$ cat config.mk
export PLATFORM = sky130hd
export DESIGN_NAME = osc_race_judge
export DESIGN_NICKNAME = d
export VERILOG_FILES = /design/src/rtl/osc_race_pkg.sv /design/src/rtl/osc_sel_tree.sv /design/src/rtl/osc_edge_sync.sv /design/src/rtl/osc_sat_counter.sv /design/src/rtl/osc_lane.sv /design/src/rtl/osc_race_judge.sv
export SDC_FILE = /design/constraint.sdc
export NUM_CORES = 1
export LEC_CHECK = 0
export BUFFER_PORTS_ARGS = -buffer_cell sky130_fd_sc_hd__buf_4
export CORE_MARGIN = 2
export CORE_UTILIZATION = 62
export CTS_BUF_LIST = sky130_fd_sc_hd__clkbuf_4 sky130_fd_sc_hd__clkbuf_8
export CTS_CLUSTER_SIZE = 14
export DETAILED_ROUTE_END_ITERATION = 10
export GPL_ROUTABILITY_DRIVEN = 0
export HOLD_SLACK_MARGIN = 0.06
export PLACE_DENSITY = 0.84
export SYNTH_ARGS = -nofsm -noshare
export SYNTH_HDL_FRONTEND = slang
export SYNTH_SLANG_ARGS = --single-unit
$ cat constraint.sdc
create_clock -name clk -period 2.75 [get_ports clk]
set_input_delay 0.55 -clock clk [delete_from_list [all_inputs] [get_ports clk]]
set_output_delay 0.55 -clock clk [all_outputs]
set_load 0.01 [all_outputs]
$ cat src/rtl/osc_race_pkg.sv
`timescale 1ns/1ps
package osc_race_pkg;
  // measurement phases of the comparator
  typedef enum logic [1:0] {
    PH_IDLE  = 2'd0,
    PH_RUN   = 2'd1,
    PH_CLOSE = 2'd2
  } phase_t;
endpackage

$ cat src/rtl/osc_sel_tree.sv
`timescale 1ns/1ps
// Binary 2:1 multiplexer tree; level l uses sel_i[l] on adjacent pairs.
module osc_sel_tree #(
  parameter int SEL_W = 3
) (
  input  logic [(1<<SEL_W)-1:0] in_i,
  input  logic [SEL_W-1:0]      sel_i,
  output logic                  out_o
);
  localparam int NL = 1 << SEL_W;

  logic [NL-1:0] cur;
  logic [NL-1:0] nxt;

  always_comb begin
    cur = in_i;
    nxt = '0;
    for (int l = 0; l < SEL_W; l++) begin
      nxt = '0;
      for (int j = 0; j < (NL >> (l + 1)); j++) begin
        nxt[j] = sel_i[l] ? cur[2*j+1] : cur[2*j];
      end
      cur = nxt;
    end
    out_o = cur[0];
  end
endmodule

$ cat src/rtl/osc_edge_sync.sv
`timescale 1ns/1ps
// Two-flop synchronizer followed by a rising-edge detector.
module osc_edge_sync (
  input  logic clk,
  input  logic rst_n,
  input  logic line_i,
  output logic rise_o
);
  logic meta_q, sync_q, last_q;

  always_ff @(posedge clk or negedge rst_n) begin
    if (!rst_n) begin
      meta_q <= 1'b0;
      sync_q <= 1'b0;
      last_q <= 1'b0;
    end else begin
      meta_q <= line_i;
      sync_q <= meta_q;
      last_q <= sync_q;
    end
  end

  assign rise_o = sync_q & ~last_q;

  // a rising edge yields a single pulse, never two in a row
  a_r3_single_pulse: assert property (@(posedge clk) disable iff (!rst_n)
    rise_o |=> !rise_o);
endmodule

$ cat src/rtl/osc_sat_counter.sv
`timescale 1ns/1ps
// Saturating event counter with synchronous clear.
module osc_sat_counter #(
  parameter int CNT_W = 8
) (
  input  logic             clk,
  input  logic             rst_n,
  input  logic             clr_i,
  input  logic             inc_i,
  output logic [CNT_W-1:0] cnt_o
);
  localparam logic [CNT_W-1:0] CMAX = {CNT_W{1'b1}};

  always_ff @(posedge clk or negedge rst_n) begin
    if (!rst_n)                         cnt_o <= '0;
    else if (clr_i)                     cnt_o <= '0;
    else if (inc_i && (cnt_o != CMAX))  cnt_o <= cnt_o + 1'b1;
  end

  a_r7_hold_max: assert property (@(posedge clk) disable iff (!rst_n)
    (!clr_i && cnt_o == CMAX) |=> (cnt_o == CMAX));

  a_r3_unit_step: assert property (@(posedge clk) disable iff (!rst_n)
    !clr_i |=> ((cnt_o == $past(cnt_o)) || (cnt_o == $past(cnt_o) + 1'b1)));

  a_r5_clear: assert property (@(posedge clk) disable iff (!rst_n)
    clr_i |=> (cnt_o == '0));
endmodule

$ cat src/rtl/osc_lane.sv
`timescale 1ns/1ps
// One bank: selection tree, synchronizer/edge detector, counter.
module osc_lane #(
  parameter int SEL_W = 3,
  parameter int CNT_W = 8
) (
  input  logic                  clk,
  input  logic                  rst_n,
  input  logic [(1<<SEL_W)-1:0] lines_i,
  input  logic [SEL_W-1:0]      sel_i,
  input  logic                  clr_i,
  input  logic                  cnt_en_i,
  output logic [CNT_W-1:0]      cnt_o
);
  logic picked;
  logic rise;

  osc_sel_tree #(.SEL_W(SEL_W)) u_tree (
    .in_i  (lines_i),
    .sel_i (sel_i),
    .out_o (picked)
  );

  osc_edge_sync u_sync (
    .clk    (clk),
    .rst_n  (rst_n),
    .line_i (picked),
    .rise_o (rise)
  );

  osc_sat_counter #(.CNT_W(CNT_W)) u_cnt (
    .clk   (clk),
    .rst_n (rst_n),
    .clr_i (clr_i),
    .inc_i (rise & cnt_en_i),
    .cnt_o (cnt_o)
  );
endmodule

$ cat src/rtl/osc_race_judge.sv
`timescale 1ns/1ps
module osc_race_judge #(
  parameter int SEL_W   = 3,
  parameter int CNT_W   = 8,
  parameter int WIN_CYC = 128
) (
  input  logic                  clk,
  input  logic                  rst_n,
  input  logic                  start_i,
  input  logic [SEL_W-1:0]      chal_i,
  input  logic [(1<<SEL_W)-1:0] bank_a_i,
  input  logic [(1<<SEL_W)-1:0] bank_b_i,
  output logic                  osc_en_o,
  output logic                  done_o,
  output logic                  resp_o
);
  import osc_race_pkg::*;

  localparam int NL    = 1 << SEL_W;
  localparam int WIN_W = $clog2(WIN_CYC + 1);
  localparam logic [WIN_W-1:0] WIN_LAST = WIN_W'(WIN_CYC - 1);

  phase_t           phase_q;
  logic [WIN_W-1:0] win_q;
  logic [SEL_W-1:0] chal_q;
  logic             done_q;
  logic             resp_q;

  logic             take_start;
  logic             counting;
  logic [NL-1:0]    banks [2];
  logic [CNT_W-1:0] cnts  [2];

  assign take_start = (phase_q == PH_IDLE) && start_i;
  assign counting   = (phase_q == PH_RUN);
  assign banks[0]   = bank_a_i;
  assign banks[1]   = bank_b_i;

  // identical lanes for both banks share the captured challenge
  for (genvar b = 0; b < 2; b++) begin : g_lane
    osc_lane #(.SEL_W(SEL_W), .CNT_W(CNT_W)) u_lane (
      .clk      (clk),
      .rst_n    (rst_n),
      .lines_i  (banks[b]),
      .sel_i    (chal_q),
      .clr_i    (take_start),
      .cnt_en_i (counting),
      .cnt_o    (cnts[b])
    );
  end

  always_ff @(posedge clk or negedge rst_n) begin
    if (!rst_n) begin
      phase_q <= PH_IDLE;
      win_q   <= '0;
      chal_q  <= '0;
      done_q  <= 1'b0;
      resp_q  <= 1'b0;
    end else begin
      done_q <= 1'b0;
      unique case (phase_q)
        PH_IDLE: begin
          if (start_i) begin
            phase_q <= PH_RUN;
            win_q   <= '0;
            chal_q  <= chal_i;
          end
        end
        PH_RUN: begin
          if (win_q == WIN_LAST) phase_q <= PH_CLOSE;
          else                   win_q   <= win_q + 1'b1;
        end
        PH_CLOSE: begin
          phase_q <= PH_IDLE;
          done_q  <= 1'b1;
          resp_q  <= (cnts[0] > cnts[1]);
        end
        default: phase_q <= PH_IDLE;
      endcase
    end
  end

  assign osc_en_o = counting;
  assign done_o   = done_q;
  assign resp_o   = resp_q;

  a_r6_done_single: assert property (@(posedge clk) disable iff (!rst_n)
    done_q |=> !done_q);

  a_r6_done_after_close: assert property (@(posedge clk) disable iff (!rst_n)
    done_q |-> ($past(phase_q) == PH_CLOSE));

  a_r6_resp_quiet: assert property (@(posedge clk) disable iff (!rst_n)
    !done_q |-> $stable(resp_q));

  a_r8_chal_frozen: assert property (@(posedge clk) disable iff (!rst_n)
    ((phase_q != PH_IDLE) && ($past(phase_q) != PH_IDLE)) |-> $stable(chal_q));

  a_r5_window_bound: assert property (@(posedge clk) disable iff (!rst_n)
    counting |-> (win_q <= WIN_LAST));
endmodule

==> metrics.sh, run 1 <==
STATUS='finished clean'
CLOCK-SKEW-FINAL_PS=3.85
SYNTHCELLS=202
DRT.ANTENNA.VIOLATING_NETS=0
ROUTE.DETAILED.VIAS_PER_INST=6.09
WORST_IR_DROP_VDD_mV=0.523
FINAL_LAYOUT_SIZE_SUFFIX_GT1_SHARE_PCT=17.5
POWER_LEAKAGE_uW=0.00104
CRIT_PATH_END_KIND='output pin'
DRT_FIRST_PASS_ITERS=4
HOLD_VIOL_FINAL=0
AREA_OF_THE_DIE_MM2=0.00372
DRC_ERRORS=0
RR_STARTPOINT='g_lane[0].u_lane.u_cnt.cnt_o[0]'
CTS_ROOT_BUFFER='clkbuf_4'
FINAL-SETUP-VIOL-COUNT=0
CTS_HOLD_BUF=0
SYNTH.YOSYS.SEQ_AREA_SHARE_PCT=46.0
MIN-DELAY-PATH-CLASS='input port to asynchronous set/reset pin'
WORST_EP_REQUIRED_TIME_PS=2200
DIEWIDTH_UM=61.0
MOSTFREQUENTLAYOUTCELL='dfrtp_1'
PLACEDCELLCOUNT=264
TRITONCTS_CLOCK_TREE='done'
YS_DOMINANT_REG_CELL='dfrtp_1'
DETAILEDROUTE.FIRSTITERATIONVIOLATIONS=173
DRV.MAX_CAP_VIOLATION_COUNT=0
GRT_PASS1_WL_UM=6980
GRT_SETUP_UNREPAIRED='no'
CRITICAL_PATH.MAX_FANOUT=12
FINALCRITPERIODSHARE_PCT=70.5
DP.FINAL_HPWL_UM=3040
FLOPS_LATCHES_SYNTH=37
FIN_TNS_SETUP_PS=0
PORT_BUFFERS=24
FMAXACHIEVABLE_GHz=0.516
REG2REG_DEPTH=5
LAYOUT.NETS=260
INITIAL_STANDARD_CELL_UTILIZATION_OF_THE_CORE_PCT=65.4
TIGHTESTPINTRANSITION_PS=612
WORST_SLEW_SLACK_AS_A_FRACTION_OF_ITS_LIMIT_PCT=59.1
VIAS_IN_THE_FIRST_GLOBAL_ROUTE=1537
WL_PER_CELL_UM=15.1
MEAN_AREA_PER_SYNTHESIZED_CELL_UM2=9.96
FINAL_CELL_COUNT_NO_FILL=272
TRACK_USAGE_PCT=25.9
SLEW_VIOL_FINAL=0
FLOW.AREA_GROWTH_FROM_SYNTHESIS_PCT=12.8
GRT_ANTENNA_BEFORE_REPAIR=0
GRT_START_MAX_NET_PINS=38
CTS-HTREE-LEVELS=2
SYNTH_EDF_COUNT=0
POST-CTS-SETUP-BUFFERS=0
POST_CTS_CLOCK_SLEW_AT_THE_LAUNCH_AND_CAPTURE_REGISTERS_OF_THE_WORST_SETUP_AND_HOLD_PATHS_PS=110
SYNTH_NETS=235
CLOCK-SINKS=37
FLOORPLAN.CORE_AREA_MM2=0.00308
SYNTH-WARNING-COUNT=0
DIE-HEIGHT_UM=61.0
WORST_PATH_ARRIVAL_PS=1390
CRITICAL_PATH.STARTPOINT='phase_q[1]'
POST-LAYOUT-TOTAL-POWER_uW=2070
FINALCRITICALPERIOD_PS=1940
CRITPATHKIND='register to output pin'
LAYOUT_COMMON_CELLS='37 x dfrtp_1, 24 x buf_4, 22 x nand3_1, 21 x nand2_1, 12 x inv_1'
N_ANTENNA_CELL=0
CLOCK_TREE.BUFFER_DEPTH=2
FF2FF_SETUP_SLACK_PS=1000
INSERTION_DELAY_OF_THE_LATER_CLOCKED_PIN_IN_THE_WORST_SKEW_PAIR_PS=340
STARTPOINT_TYPE='register'
SYN_AREA_MM2=0.00201
PLACEMENTROWS=20
POST_CTS_RESIZE_COUNT=0
IO-PIN-COUNT=25
DRT_WL_TOTAL_UM=4100
POWER_DENSITY_mW_PER_MM2=911
ROUTE.VIAS.TOTAL=1656
CRITICAL_PATH.REG2REG.ENDPOINT='g_lane[0].u_lane.u_cnt.cnt_o[3]'
CTS_BUFFERS=5
GLOBALROUTE.TOTALOVERFLOW=0
ASYNC_RESET_FF_SHARE_PCT=100
SYNTH.LIB_CELLS_USED.DISTINCT=43
## Yosys cell counts, types with 4 or more instances
| master | count | share of area (%) |
|---|---|---|
| dfrtp_1 | 37 | 46 |
| o21ai_1 | 6 | 1.5 |
| nor3_1 | 7 | 1.7 |
| nand2_1 | 21 | 3.9 |
| a21oi_1 | 4 | 1.0 |
| o211ai_1 | 4 | 1.5 |
| and3_1 | 8 | 2.5 |
| nor2b_1 | 5 | 1.6 |
| nand3_1 | 22 | 5.5 |
| nor2_1 | 7 | 1.3 |
| o21ai_0 | 4 | 1.0 |
| inv_1 | 12 | 2.2 |
| a31oi_1 | 5 | 1.6 |
| ha_1 | 11 | 6.8 |
| nand4_1 | 5 | 1.6 |
| mux4_2 | 4 | 4.5 |
## power by group
group	total, uW	switching, uW	internal (uW)
Sequential	953	217	736
Combinational	833	455	378
Clock	283	175	107
Total	2070	848	1220
## cell type report
type                       instances  area [um^2]
multi-input combinational        147         1010
inverter                          12         45.0
tap                               44         55.1
fill                             242          808
clock buffer                       6         45.0
sequential                        37          926
timing repair buffer              24          180
clock inverter                     2         10.0
## through the flow
stage	area [um^2]	utilization [%]	setup WS (ps)	hold WS (ps)
after global placement	2210	72.0	1080	334
after floorplan	2010	-	1210	254
after CTS	2270	73.7	820	154
after global routing	2270	73.7	731	159
final	2270	73.7	811	144
after detailed placement	2210	72.0	1030	342
## cells by family after synthesis
group | Yosys count | share of synthesized area (%)
muxes | 7 | 6.09
buffers and inverters | 18 | 3.86
xor gates and xnor gates | 2 | 0.871
AOI/OAI and AO/OA | 39 | 13.0
and+or+nand+nor | 88 | 23.3
DFF | 37 | 46.0
adders and majority gates | 11 | 6.84
## sequential cells by signal (all words and copies together) (netlist names), 2 cells and up
name,flops
win_q,8
g_lane.u_lane.u_sync.meta_q,2
g_lane.u_lane.u_sync.last_q,2
phase_q,2
g_lane.u_lane.u_sync.sync_q,2
g_lane.u_lane.u_cnt.cnt_o,16
chal_q,3
## how the worst max path moves through the flow
stage / endpoint / slack (ps) / cells past startpoint
final: osc_en_o / 810 / 2
after global routing: osc_en_o / 730 / 2
after CTS: osc_en_o / 820 / 2
after global placement: g_lane[0].u_lane.u_cnt.cnt_o[3] / 1080 / 5
after detailed placement: g_lane[0].u_lane.u_cnt.cnt_o[3] / 1030 / 5
after floorplan: g_lane[1].u_lane.u_cnt.cnt_o[7] / 1210 / 6
## critical path: stages (launching register included)
cell and delay, ps:
dfrtp_1 420, and2b_1 430, buf_4 190
## metal layers
metal	vias up	GRT usage (%)	part of all wire (%)
met5	-	0	0
met3	4	6.18	8.9
li1	800	-	-
met4	0	7.76	0.71
met2	77	40.9	47
met1	775	35.8	43
Note: power is estimated with default switching activity, not from simulation.
==> run 2, diff against run 1 <==
--- a/config.mk
+++ b/config.mk
@@ -7,13 +7,13 @@
 export LEC_CHECK = 0
 export BUFFER_PORTS_ARGS = -buffer_cell sky130_fd_sc_hd__buf_4
 export CORE_MARGIN = 2
-export CORE_UTILIZATION = 62
+export CORE_UTILIZATION = 54
 export CTS_BUF_LIST = sky130_fd_sc_hd__clkbuf_4 sky130_fd_sc_hd__clkbuf_8
 export CTS_CLUSTER_SIZE = 14
 export DETAILED_ROUTE_END_ITERATION = 10
 export GPL_ROUTABILITY_DRIVEN = 0
 export HOLD_SLACK_MARGIN = 0.06
-export PLACE_DENSITY = 0.84
+export PLACE_DENSITY = 0.78
 export SYNTH_ARGS = -nofsm -noshare
 export SYNTH_HDL_FRONTEND = slang
 export SYNTH_SLANG_ARGS = --single-unit
==> constraint.sdc (replaced) <==
create_clock -name clk -period 1.7 [get_ports clk]
set_input_delay 0.34 -clock clk [delete_from_list [all_inputs] [get_ports clk]]
set_output_delay 0.34 -clock clk [all_outputs]
set_load 0.01 [all_outputs]
==> run 2 against run 1 <==
Against the previous run: clock skew grew 0.68 ps; global-route usage down 3.6 points; critical path depth increased by 3; sequential share of layout area shrank 2.1 points; combinational power grew 78%; final cell count up 5.5%; design area rose by 5.3%; setup slack worse by 740 ps; highest routed layer unchanged.
==> metrics.sh, run 2 (synthesized netlist as in run 1, its figures left out) <==
PLACEMENTROWS=22  # +10%
SLEW_VIOL_FINAL=0  # unchanged
FINAL_LAYOUT_SIZE_SUFFIX_GT1_SHARE_PCT=20.9  # +3.4 points
MAX_FLOP_REGISTER='g_lane.u_lane.u_cnt.cnt_o'
GLOBALROUTE.TOTALOVERFLOW=0  # unchanged
CRITICAL_PATH.STARTPOINT='g_lane[0].u_lane.u_cnt.cnt_o[1]'
WORST_IR_DROP_VDD_mV=0.784  # +50%
CRITICAL_PATH.SLOWEST_CELL='or4_1'
POWER_LEAKAGE_uW=0.00111  # +6.4%
POST-ROUTE-CELL-AREA_MM2=0.00239  # +5.3%
P_COMB_SHARE_PCT=41.3  # +1.0 points
GRT_ANTENNA_BEFORE_REPAIR=0  # unchanged
CLOCK_TREE.BUFFER_DEPTH=2  # unchanged
VIAS_IN_THE_FIRST_GLOBAL_ROUTE=1614  # +5.0%
WORST_PATH_ARRIVAL_PS=1860  # +470 ps
DIEWIDTH_UM=65.0  # +6.7%
PORT_BUFFERS=24  # unchanged
FINALCRITICALPERIOD_PS=1630
AREA_OF_THE_DIE_MM2=0.00423  # +14%
WHS_PATH_DEPTH=3
CLOCK-SINKS=37  # unchanged
STATUS='finished clean'
ROUTE.VIAS.TOTAL=1675  # +1.1%
LAYOUT_COMMON_CELLS='37 x dfrtp_1, 34 x buf_4, 22 x nand3_1, 21 x nand2_1, 12 x inv_1'
WORST_EP_REQUIRED_TIME_PS=1930  # -270 ps
CTS-HTREE-LEVELS=2  # unchanged
SEQUENTIALPOWERSHARE_PCT=41.9  # -4.2 points
N_ANTENNA_CELL=0  # unchanged
TIGHTESTPINTRANSITION_PS=458  # -154 ps
P_SW_uW=1380  # +62%
POST_DP_CELL_AREA_MM2=0.00229  # +3.6%
REG.LARGEST.LIST='g_lane.u_lane.u_cnt.cnt_o (16), win_q (8), chal_q (3)'
CRIT_END='g_lane[0].u_lane.u_cnt.cnt_o[3]'
FIN_TNS_SETUP_PS=0  # unchanged
WORST_SLEW_SLACK_AS_A_FRACTION_OF_ITS_LIMIT_PCT=69.5  # +10 points
HOLD_VIOL_FINAL=0  # unchanged
WL_PER_CELL_UM=14.0  # -7.0%
FMAXACHIEVABLE_GHz=0.614
DRC_ERRORS=0  # unchanged
MIN-DELAY-PATH-CLASS='input port to register'
DRT_FIRST_PASS_ITERS=4  # unchanged
AREA_TAKEN_BY_MULTI_INPUT_LOGIC_GATES_MM2=0.00101  # unchanged
IO-PIN-COUNT=25  # unchanged
FLOORPLAN.CORE_AREA_MM2=0.00363  # +18%
SWITCHING_SHARE_PCT=38.4  # -2.6 points
CTS_ROOT_BUFFER='clkbuf_8'
REG2REG_DEPTH=5  # unchanged
FLOW.AREA_GROWTH_FROM_SYNTHESIS_PCT=18.8
NUMBER_OF_FLIP_FLOPS_UNDER_THE_LARGEST_REGISTER_NAME=16  # unchanged
CRIT_BUF_INV=0  # -1
CRIT_PATH_END_KIND='register'
FINALCRITPERIODSHARE_PCT=95.8
DRT_WL_TOTAL_UM=4020  # -1.8%
DRT.ANTENNA.VIOLATING_NETS=0  # unchanged
INITIAL_STANDARD_CELL_UTILIZATION_OF_THE_CORE_PCT=55.4  # -10 points
PWR-SHARE-CLK_PCT=16.8  # +3.1 points
CRITPATHKIND='register to register'
LAYOUT.FILLER_CELLS=298  # +23%
FINAL-SETUP-VIOL-COUNT=0  # unchanged
TRACK_USAGE_PCT=22.3  # -3.6 points
DETAILEDROUTE.FIRSTITERATIONVIOLATIONS=106  # -39%
MOSTFREQUENTLAYOUTCELL='dfrtp_1'
GRT_SETUP_UNREPAIRED='no'
LAYOUT.NETS=271  # +4.2%
DRV.MAX_CAP_VIOLATION_COUNT=0  # unchanged
TRITONCTS_CLOCK_TREE='done'
DP.FINAL_HPWL_UM=3030  # -0.14%
INTERNAL_POWER_uW=2210  # +81%
CLOCK-SKEW-FINAL_PS=4.53  # +0.685 ps
CRITPATHTOPFAMILY='simple AND/OR/NAND/NOR gates'
STARTPOINT_TYPE='register'
DIE-HEIGHT_UM=65.0  # +6.7%
CRITPATHMAXSTAGEDELAY_PS=470  # +40 ps
INSERTION_DELAY_OF_THE_LATER_CLOCKED_PIN_IN_THE_WORST_SKEW_PAIR_PS=290  # -50 ps
FF2FF_SETUP_SLACK_PS=70  # -930 ps
GRT_START_MAX_NET_PINS=38  # unchanged
CRITICAL_PATH.REG2REG.ENDPOINT='g_lane[0].u_lane.u_cnt.cnt_o[3]'
POWER_DENSITY_mW_PER_MM2=1500  # +64%
RR_STARTPOINT='g_lane[0].u_lane.u_cnt.cnt_o[1]'
POST_CTS_CLOCK_SLEW_AT_THE_LAUNCH_AND_CAPTURE_REGISTERS_OF_THE_WORST_SETUP_AND_HOLD_PATHS_PS=70  # -40 ps
CTS_BUFFERS=5  # unchanged
ROUTE.DETAILED.VIAS_PER_INST=5.84  # -4.1%
GRT_PASS1_WL_UM=7170  # +2.8%
FINAL-SEQ-AREA_UM2=926  # unchanged
CRITICAL_PATH.CELL_CHAIN='ha_1 > and3_1 > a21o_1 > or4_1 > nand2_1'
CRITICAL_PATH.MAX_FANOUT=6  # -6
CRITICAL_PATH_CELL_COUNT=5  # +3
-- run 2: cell count changes in the layout (fill, tap and decap cells not counted) --
cell,change
clkbuf_8,+5
dlygate4sd3_1,+1
clkbuf_4,-5
buf_4,+10
-- run 2: worst min path at each step --
stage | start | endpoint
after CTS | chal_i[2] | chal_q[2]
after global placement | rst_n | g_lane[0].u_lane.u_cnt.cnt_o[1]
after floorplan | rst_n | chal_q[0]
final | chal_i[0] | chal_q[0]
after detailed placement | rst_n | g_lane[0].u_lane.u_cnt.cnt_o[1]
after global routing | chal_i[2] | chal_q[2]
-- run 2: final cells by class --
type | count | area share (%)
flip-flops and latches | 37 | 38.7
well taps | 48 | 2.51
clock buffers | 6 | 3.19
inverters | 12 | 1.88
repair buffers | 35 | 11.1
clock inverters | 2 | 0.419
multi-input cells | 147 | 42.2
-- run 2: power by group through the flow --
| stage | clock network [uW] | registers [uW] | logic (uW) |
|---|---|---|---|
| 2_1_floorplan | 0 | 1440 | 1090 |
| 3_5_place_dp | 0 | 1510 | 1480 |
| 6_report | 603 | 1500 | 1480 |
| 4_1_cts | 615 | 1500 | 1490 |
| 5_1_grt | 657 | 1560 | 1690 |
| 3_3_place_gp | 0 | 1500 | 1440 |
-- run 2: worst register-to-register path: stages, from the launching register on --
cell and delay (ps):
dfrtp_1 430, ha_1 230, and3_1 150, a21o_1 210
or4_1 470, nand2_1 70
-- run 2: what timing repair did --
action | CTS | global route
endpoints found under the hold margin | 37 | 0
hold buffers | 1 | 0
gates resized for setup | 0 | 0
setup buffers | 0 | 0
-- run 2: metal layers --
metal	vias up	part of all wire, %	global-route usage, %
met1	782	46	29.4
met3	6	5.4	5.38
li1	827	-	-
met4	0	1.6	9.90
met2	60	47	34.9
met5	-	0	0
-- run 2: per-stage QoR --
step                      std cells  setup WS (ps)  total power [uW]  util, %  hold slack, ps
after floorplan                 202            162              2530        -            44.4
after global placement          278            137              2950     63.2             326
after detailed placement        278           96.9              2990     63.2             327
after CTS                       287           78.4              3610     65.8             236
after global routing            287           8.73              3910     65.8             256
final                           287           71.7              3580     65.8             241
==> run 3, diff against run 2 <==
--- a/config.mk
+++ b/config.mk
@@ -14,6 +14,7 @@
 export GPL_ROUTABILITY_DRIVEN = 0
 export HOLD_SLACK_MARGIN = 0.06
 export PLACE_DENSITY = 0.78
+export SETUP_SLACK_MARGIN = 0.2
 export SYNTH_ARGS = -nofsm -noshare
 export SYNTH_HDL_FRONTEND = slang
 export SYNTH_SLANG_ARGS = --single-unit
==> run 3 against run 2 <==
Against the previous run: routed wire length increased by 18%; critical path depth increased by 1; core utilization increased by 7.2 points; combinational power increased by 34%.
==> metrics.sh, run 3 (synthesized netlist as in run 1, its figures left out) <==
STATUS='finished clean'
WHS_PATH_DEPTH=3  # unchanged
WORST_SLEW_SLACK_AS_A_FRACTION_OF_ITS_LIMIT_PCT=68.4  # -1.1 points
P_COMB_SHARE_PCT=47.9  # +6.6 points
DETAILEDROUTE.FIRSTITERATIONVIOLATIONS=183  # +73%
CLOCK-SINKS=37  # unchanged
IO-PIN-COUNT=25  # unchanged
DRT.ANTENNA.VIOLATING_NETS=0  # unchanged
DRV.MAX_CAP_VIOLATION_COUNT=0  # unchanged
DRC_ERRORS=0  # unchanged
POWER_LEAKAGE_uW=0.00118  # +6.8%
MET2_ROUTED_WL_UM=2390  # +26%
INTERNAL_POWER_uW=2520  # +14%
FLOW.AREA_GROWTH_FROM_SYNTHESIS_PCT=31.8
FINAL_LAYOUT_SIZE_SUFFIX_GT1_SHARE_PCT=35.5  # +15 points
POST_CTS_CLOCK_SLEW_AT_THE_LAUNCH_AND_CAPTURE_REGISTERS_OF_THE_WORST_SETUP_AND_HOLD_PATHS_PS=80  # about the same
LAYOUT_COMMON_CELLS='50 x buf_4, 35 x dfrtp_1, 21 x nand2_1, 20 x nand3_1, 9 x inv_1'
GRT_PASS1_WL_UM=7650  # +6.7%
LAYOUT.NETS=288  # +6.3%
MIN_DELAY_WORST_ENDPOINT='chal_q[0]'
M1WIRELENGTH_UM=1960  # +6.7%
DP.FINAL_HPWL_UM=2970  # -2.0%
POWER_DENSITY_mW_PER_MM2=1560  # +3.9%
AREA_OF_THE_DIE_MM2=0.00423  # unchanged
DRT_WL_TOTAL_UM=4760  # +18%
HOLD_VIOL_FINAL=0  # unchanged
INITIAL_STANDARD_CELL_UTILIZATION_OF_THE_CORE_PCT=55.4  # unchanged
CLOCK_TREE.BUFFER_DEPTH=2  # unchanged
PLACEDCELLCOUNT=278  # unchanged
FLOORPLAN.CORE_AREA_MM2=0.00363  # unchanged
CTS-HTREE-LEVELS=2  # unchanged
REG2REG_DEPTH=6  # +1
CTS_BUFFERS=5  # unchanged
SLEW_VIOL_FINAL=0  # unchanged
GRT_SETUP_UNREPAIRED='yes'
CRITICAL_PATH.REG2REG.ENDPOINT='resp_o'
MOSTFREQUENTLAYOUTCELL='buf_4'
PWR-SHARE-CLK_PCT=15.0  # -1.8 points
TRACK_USAGE_PCT=24.0  # +1.7 points
FINALCRITPERIODSHARE_PCT=91.1  # -4.7 points
ROUTE.DETAILED.VIAS_PER_INST=5.94  # +1.7%
GRT_ANTENNA_BEFORE_REPAIR=0  # unchanged
POST-LAYOUT-TOTAL-POWER_uW=4130  # +15%
FMAXACHIEVABLE_GHz=0.646  # +5.1%
DIE-HEIGHT_UM=65.0  # unchanged
GRT_START_MAX_NET_PINS=38  # unchanged
HIGHEST-SIGNAL-LAYER='met4'
CRITICAL_PATH.STARTPOINT='g_lane[1].u_lane.u_cnt.cnt_o[7]'
SEQUENTIALPOWERSHARE_PCT=37.1  # -4.8 points
TRITONCTS_CLOCK_TREE='done'
SWITCHING_SHARE_PCT=38.9  # +0.52 points
FINALCRITICALPERIOD_PS=1550  # -79.2 ps
MAX_FLOP_REGISTER='g_lane.u_lane.u_cnt.cnt_o'
VIAS_IN_THE_FIRST_GLOBAL_ROUTE=1666  # +3.2%
DRT_FIRST_PASS_ITERS=4  # unchanged
REG.LARGEST.LIST='g_lane.u_lane.u_cnt.cnt_o (16), win_q (8), chal_q (3)'
INSERTION_DELAY_OF_THE_LATER_CLOCKED_PIN_IN_THE_WORST_SKEW_PAIR_PS=300  # about the same
CLOCK-SKEW-FINAL_PS=6.38  # +1.85 ps
PORT_BUFFERS=24  # unchanged
WL_PER_CELL_UM=15.7  # +12%
DIEWIDTH_UM=65.0  # unchanged
UTILIZATION_PCT=73.0  # +7.2 points
GLOBALROUTE.TOTALOVERFLOW=0  # unchanged
MIN-DELAY-PATH-CLASS='input port to register'
CRIT_PATH_END_KIND='register'
TIGHTESTPINTRANSITION_PS=474  # +16.0 ps
WORST_PATH_ARRIVAL_PS=1710  # -150 ps
PLACEMENTROWS=22  # unchanged
CTS_ROOT_BUFFER='clkbuf_8'
ROUTE.VIAS.TOTAL=1805  # +7.8%
CRITPATHKIND='register to register'
P_SW_uW=1610  # +17%
CRITICAL_PATH.MAX_FANOUT=6  # unchanged
N_ANTENNA_CELL=0  # unchanged
WORST_IR_DROP_VDD_mV=0.884  # +13%
WORST_EP_REQUIRED_TIME_PS=1860  # -70 ps
FF2FF_SETUP_SLACK_PS=150  # +80 ps
FIN_TNS_SETUP_PS=0  # unchanged
FINAL-SETUP-VIOL-COUNT=0  # unchanged
MIN-DELAY-START='chal_i[0]'
STARTPOINT_TYPE='register'
FINAL_CELL_COUNT_NO_FILL=304  # +5.9%
METAL3_WL_UM=336  # +53%
RR_STARTPOINT='g_lane[1].u_lane.u_cnt.cnt_o[7]'
NUMBER_OF_FLIP_FLOPS_UNDER_THE_LARGEST_REGISTER_NAME=16  # unchanged
## run 3: cell types whose count changed in the layout (fill, tap and decap cells not counted), sizes merged
cell	delta
clkinv	-2
clkbuf	-1
clkinvlp	+3
buf	+17
## run 3: power groups by stage
stage,Clock [uW],Combinational (uW),Sequential (uW)
2_1_floorplan,0,1100,1440
3_3_place_gp,0,1430,1500
3_5_place_dp,0,1470,1520
4_1_cts,635,1720,1490
5_1_grt,675,2180,1570
6_report,619,1980,1530
## run 3: final cells by class
cell class | instances | area (um^2)
multi-input combinational | 147 | 1130
fill | 259 | 981
sequential | 37 | 928
timing repair buffer | 52 | 397
clock buffer | 5 | 68.8
tap | 48 | 60.1
inverter | 12 | 45.0
clock inverter | 3 | 22.5
## run 3: through the flow
step / cell area, um^2 / worst slack, ps / hold slack, ps
2_1_floorplan: 2020 / 178 / 44.4
3_3_place_gp: 2300 / 138 / 330
3_5_place_dp: 2300 / 39.8 / 327
4_1_cts: 2510 / 157 / 228
5_1_grt: 2650 / 52.7 / 236
6_report: 2650 / 151 / 231
## run 3: routing by layer
| layer | track usage [%] | vias up |
|---|---|---|
| met5 | 0 | - |
| met3 | 6.08 | 7 |
| met2 | 38.8 | 81 |
| met4 | 8.59 | 0 |
| met1 | 31.4 | 866 |
| li1 | - | 851 |
## run 3: worst max-delay path, cell delays in order (launching register included)
cell     delay, ps
dfrtp_1        470
inv_1           80
ha_1           320
and4_1         230
nand4_1        130
o21ai_1        130
a31oi_1         60
## run 3: what timing repair did
| action | 4_1_cts | 5_1_grt |
|---|---|---|
| gates resized for setup | 8 | 19 |
| setup endpoints to repair | 10 | 11 |
| pin swaps | 7 | 7 |
| buffers inserted | 11 | 6 |
| hold buffers | 1 | 0 |
| hold endpoints to repair | 37 | 0 |
## run 3: worst max path at each step
| stage | end | slack, ps | depth (start not counted) |
|---|---|---|---|
| detailed placement | resp_o | 40 | 6 |
| global route | resp_o | 50 | 6 |
| CTS | resp_o | 160 | 6 |
| floorplan | g_lane[1].u_lane.u_cnt.cnt_o[7] | 180 | 6 |
| global placement | resp_o | 140 | 6 |
| finish | resp_o | 150 | 6 |
